$ cat src/rtl/hs_pkg.sv
package hs_pkg;

    // Action requested by the bus cycle currently on the bus.
    typedef enum logic [2:0] {
        HS_NONE   = 3'd0,
        HS_SAMPLE = 3'd1,
        HS_CLK    = 3'd2,
        HS_SET    = 3'd3,
        HS_CLKTOG = 3'd4
    } hs_op_t;

    typedef struct packed {
        hs_op_t op;
        logic   lvl;   // level for HS_SET
    } hs_req_t;

    localparam hs_req_t HS_IDLE = '{op: HS_NONE, lvl: 1'b1};

    function automatic logic hs_pulses(input hs_op_t op);
        return (op == HS_CLK) || (op == HS_CLKTOG);
    endfunction

endpackage

$ cat src/rtl/hs_phase.sv
module hs_phase #(
    parameter int PHASES = 4,
    localparam int PH_W  = $clog2(PHASES)
) (
    input  logic            clk,
    input  logic            rst,
    output logic [PH_W-1:0] ph
);
    localparam logic [PH_W-1:0] PH_LAST = PH_W'(PHASES - 1);

    always_ff @(posedge clk) begin
        if (rst || ph == PH_LAST) ph <= '0;
        else                      ph <= ph + 1'b1;
    end
endmodule

$ cat src/rtl/hs_decode.sv
module hs_decode
    import hs_pkg::*;
#(
    parameter int               ADDR_W   = 13,
    parameter logic [ADDR_W-1:0] HOT_BASE = 13'h006C
) (
    input  logic [ADDR_W-1:0] addr,
    input  logic [7:0]        data,
    input  logic              rw,
    output hs_req_t           req
);
    localparam int NHOT = 4;
    logic [NHOT-1:0] hit;

    for (genvar i = 0; i < NHOT; i++) begin : g_hit
        assign hit[i] = (addr == HOT_BASE + ADDR_W'(i));
    end

    always_comb begin
        req = HS_IDLE;
        unique case (1'b1)
            hit[0]: req.op = HS_SAMPLE;
            hit[1]: req.op = HS_CLK;
            hit[2]: begin
                req.op  = HS_SET;
                req.lvl = rw ? 1'b0 : data[7];
            end
            hit[3]: req.op = HS_CLKTOG;
            default: req = HS_IDLE;
        endcase
    end
endmodule

$ cat src/rtl/hs_sync.sv
module hs_sync #(
    parameter int   STAGES = 2,
    parameter logic INIT   = 1'b1
) (
    input  logic clk,
    input  logic rst,
    input  logic d,
    output logic q
);
    logic [STAGES-1:0] st;

    for (genvar i = 0; i < STAGES; i++) begin : g_st
        always_ff @(posedge clk) begin
            if (rst)         st[i] <= INIT;
            else if (i == 0) st[i] <= d;
            else             st[i] <= st[(i > 0) ? i - 1 : 0];
        end
    end

    assign q = st[STAGES-1];
endmodule

$ cat src/rtl/hotspot_i2c_port.sv
module hotspot_i2c_port
    import hs_pkg::*;
#(
    parameter int               ADDR_W      = 13,
    parameter logic [ADDR_W-1:0] HOT_BASE    = 13'h006C,
    parameter int               PHASES      = 4,
    parameter int               SYNC_STAGES = 2
) (
    input  logic              clk,
    input  logic              rst,
    input  logic [ADDR_W-1:0] bus_addr,
    input  logic [7:0]        bus_data,
    input  logic              bus_rw,
    input  logic              sda_in,
    output logic              sck,
    output logic              sda_oe,
    output logic              bank_a8
);
    localparam int PH_W = $clog2(PHASES);
    // Edge index at three quarters of the bus cycle.
    localparam logic [PH_W-1:0] SDA_EDGE = PH_W'((PHASES * 3) / 4 - 1);

    logic [PH_W-1:0] ph;
    hs_req_t         cur, pend_q;
    logic            sda_s, sck_q, lvl_q, bank_q;

    hs_phase #(.PHASES(PHASES)) u_phase (.clk(clk), .rst(rst), .ph(ph));

    hs_decode #(.ADDR_W(ADDR_W), .HOT_BASE(HOT_BASE)) u_dec (
        .addr(bus_addr), .data(bus_data), .rw(bus_rw), .req(cur)
    );

    hs_sync #(.STAGES(SYNC_STAGES), .INIT(1'b1)) u_sync (
        .clk(clk), .rst(rst), .d(sda_in), .q(sda_s)
    );

    always_ff @(posedge clk) begin
        if (rst) begin
            pend_q <= HS_IDLE;
            sck_q  <= 1'b0;
            lvl_q  <= 1'b1;
            bank_q <= 1'b0;
        end else begin
            if (ph == '0) begin
                pend_q <= cur;
                sck_q  <= hs_pulses(cur.op);
                if (cur.op == HS_SAMPLE) bank_q <= sda_s;
            end
            if (ph == SDA_EDGE) begin
                case (pend_q.op)
                    HS_SET:    lvl_q <= pend_q.lvl;
                    HS_CLKTOG: lvl_q <= ~lvl_q;
                    default:   lvl_q <= lvl_q;
                endcase
            end
        end
    end

    assign sck     = sck_q;
    assign sda_oe  = ~lvl_q;
    assign bank_a8 = bank_q;


    sck_rise_chk: assert property (@(posedge clk) disable iff (rst)
        $rose(sck) |-> $past(ph == '0 && hs_pulses(cur.op)));


    sck_fall_chk: assert property (@(posedge clk) disable iff (rst)
        $fell(sck) |-> $past(ph) == '0);


    sck_width_chk: assert property (@(posedge clk) disable iff (rst)
        $rose(sck) |=> sck ##1 sck ##1 sck);


    sda_edge_chk: assert property (@(posedge clk) disable iff (rst)
        !$stable(sda_oe) |-> $past(ph) == SDA_EDGE);


    bank_hold_chk: assert property (@(posedge clk) disable iff (rst)
        !$stable(bank_a8) |-> $past(ph == '0 && cur.op == HS_SAMPLE));
endmodule

$ cat config.mk
export PLATFORM = sky130hd
export DESIGN_NAME = hotspot_i2c_port
export DESIGN_NICKNAME = d
export VERILOG_FILES = /design/src/rtl/hs_pkg.sv /design/src/rtl/hs_phase.sv /design/src/rtl/hs_decode.sv /design/src/rtl/hs_sync.sv /design/src/rtl/hotspot_i2c_port.sv
export SDC_FILE = /design/constraint.sdc
export NUM_CORES = 1
export LEC_CHECK = 0
export BUFFER_PORTS_ARGS = -buffer_cell sky130_fd_sc_hd__buf_2
export CAP_MARGIN = 20
export CORE_MARGIN = 10
export CORE_UTILIZATION = 30
export CTS_CLUSTER_DIAMETER = 80
export DETAILED_ROUTE_END_ITERATION = 10
export MAX_ROUTING_LAYER = met4
export SETUP_SLACK_MARGIN = 0.1
export SYNTH_ARGS = -nofsm -noshare
export SYNTH_HDL_FRONTEND = slang
export SYNTH_HIERARCHICAL = 1
export SYNTH_SLANG_ARGS = --single-unit
$ cat constraint.sdc
create_clock -name clk -period 1.4 [get_ports clk]
set_input_delay 0.14 -clock clk [delete_from_list [all_inputs] [get_ports clk]]
set_output_delay 0.14 -clock clk [all_outputs]
set_load 0.01 [all_outputs]
==> summary.txt <==
Maximum clock frequency -> 866 MHz
Num CTS Buffers -> 3
Worst path cell trace -> or2_1 -> o41ai_2 -> a21oi_1
Dpl cells -> 108
WS Path Type -> flop to flop
Worst Tran Pin Value -> 356 ps
VDD IR max -> 0.659 mV
Rel. slew slack -> 76.2%
Synth top area share -> 39.9%
TritonRoute pass-1 iters -> 3
Max incr delay on CP -> 350 ps
Clk buf depth -> 2
Most common cell in the netlist -> dfxtp_1
Critical path's slowest cell -> dfxtp_1
Iter 0 DRT Violations -> 5
# nets final -> 114
Largest net degree at the start of global routing -> 12
Crit path DAT -> 1300 ps
GRT Util Overall -> 6.51%
Worst Setup Start Kind -> flop
First-pass GRT wire length -> 2.05 mm
Post-synth ARST share -> 0%
Post-synth top cells -> dfxtp_1 (11), nand2_1 (10), a21oi_1 (5)
Vias in the first global route -> 491
CTS Sinks -> 11
Lkg Pwr -> 0.341 nW
Drt via density -> 4.51
Post-route setup slack -> 245 ps
# H-tree levels -> 1
HP Class -> input port to flop
Syn_nets -> 87
Clock period minus worst slack -> 1160 ps
CTS tree -> built
Clk root buf -> clkbuf_4
Die area -> 3950 sq um
Via count -> 505
Library cells used by synthesis -> 29
Setup Viol. Count Final -> 0
Number of synthesized flops with an enable pin -> 0
Row Count -> 15
Worst setup EP type -> flop
Die H -> 62.9 microns
Initial antenna violation count -> 0
Synth warn -> 6
Reg clk slew, reported paths -> 60 ps
DIE WIDTH -> 62.9 microns
CP required -> 1550 ps
Status -> finished clean
Routed WL per cell -> 10.6 microns
ANT cells -> 0
Post-route ant nets -> 0
Mapped Avg Cell Area -> 9.05 sq um
Worst skew pair latency -> 260 ps
Ranking of synthesized cells by area -> dfxtp_1 (40%), nand2_1 (6.8%), a21oi_1 (4.5%), or2_1 (3.4%), o41ai_2 (2.9%)
Hold_buf cts -> 0
Final hold vios -> 0
Period utilization -> 82.5%
Routed wire length -> 1.19 mm
Total Power -> 0.641 mW
Final hold slack -> 56.7 ps
Core area -> 1730 sq um
Area Growth Syn to Fin -> 39.2%
Synth Instances -> 61
RD Place Congestion -> 0.775
Layout cells sized above 1 -> 40.2%
Leading register cell type out of synthesis -> dfxtp_1
# port buffers -> 20
Sequential area share after synthesis -> 39.9%
Final max-slew violation count -> 0
Cell Count, Final, Fillers Out -> 112
Post-DP HPWL -> 975 microns
Mapped Area -> 552 sq um
Power Density -> 835 nW/um^2
Post-synth top area cell -> dfxtp_1
Pre-CTS WS -> -21.5 ps
Initial core utilization -> 32.0%
Global route overflow -> 0
Max Clock Skew -> 0.940 ps
Post-CTS Setup Bufs -> 0
Crit Path Max Fanout -> 6
RSZ-0062 raised after global routing -> false
Io pins -> 28
DRC viols -> 0
Post-CTS sizing -> 0
Max-Cap Viols -> 0
#FFs+latches synth -> 11
power by group:
group / total (mW) / internal [mW] / switching (mW) / leakage (nW)
Combinational: 0.0964 / 0.0439 / 0.0525 / 0.236
Clock: 0.207 / 0.110 / 0.0969 / 0.0150
Sequential: 0.338 / 0.327 / 0.0107 / 0.0899
Total: 0.641 / 0.481 / 0.160 / 0.341
metrics by stage:
stage / utilization [%] / instance area [sq um] / setup TNS (ps)
detailed placement: 43.0 / 742 / -33.3
CTS: 44.5 / 768 / 0
global route: 44.5 / 768 / 0
floorplan: - / 599 / 0
global placement: 43.0 / 742 / -24.1
finish: 44.5 / 768 / 0
registers in the layout, summed over array words and instances (netlist names):
| signal | cells |
|---|---|
| u_sync/st | 1 |
| bank_a8 | 1 |
| sck | 1 |
| lvl_q | 1 |
| u_phase/ph | 2 |
| pend_q | 4 |
| u_sync/q | 1 |
cells in the final DEF, fill, tap and decap left out, types with 2 or more instances in the layout:
| cell type | n |
|---|---|
| inv_1 | 3 |
| buf_4 | 3 |
| buf_2 | 20 |
| a21oi_1 | 5 |
| nor3_4 | 3 |
| or2_1 | 3 |
| nand2_1 | 10 |
| nor2_1 | 2 |
| nand3b_1 | 2 |
| dfxtp_1 | 11 |
| clkbuf_4 | 3 |
path summary, 6_finish.rpt:
kind,slack [ps],depth (start not counted),from,to
worst max-delay path,240,3,u_phase/ph[0],bank_a8
worst min-delay path,60,2,sda_in,u_sync/st[0]
worst min register to register,420,1,u_sync/st[0],u_sync/q
worst max register to register,240,3,u_phase/ph[0],bank_a8
area by class of cell:
type | count | area, sq um
well taps | 25 | 31.3
inverters | 3 | 11.3
flip-flops and latches | 11 | 220
multi-input cells | 46 | 357
fillers | 191 | 958
repair buffers | 23 | 123
clock buffers | 4 | 26.3
per-layer routing:
metal / global-route usage (%) / up-vias / share of wire, %
li1: - / 273 / -
met3: 3.76 / 0 / 3.8
met5: - / - / 0
met4: 1.68 / 0 / 0
met2: 10.0 / 8 / 52
met1: 6.99 / 224 / 45
cells by family (layout without fill, tap and decap cells):
kind of cell,after synthesis,in the layout,synth area share [%]
simple gates,34,34,38.8
xor+xnor,2,2,3.18
flops,11,11,39.9
compound gates,9,9,11.8
buf+inv,4,30,4.08
fa+ha+maj,1,1,2.27
critical path: cells and delay by family, from the launching register on:
| family | cells | cell delay [ps] |
|---|---|---|
| compound gates | 2 | 380 |
| simple gates | 1 | 310 |
| flops | 1 | 350 |
Power figures use the tool's default switching activity.
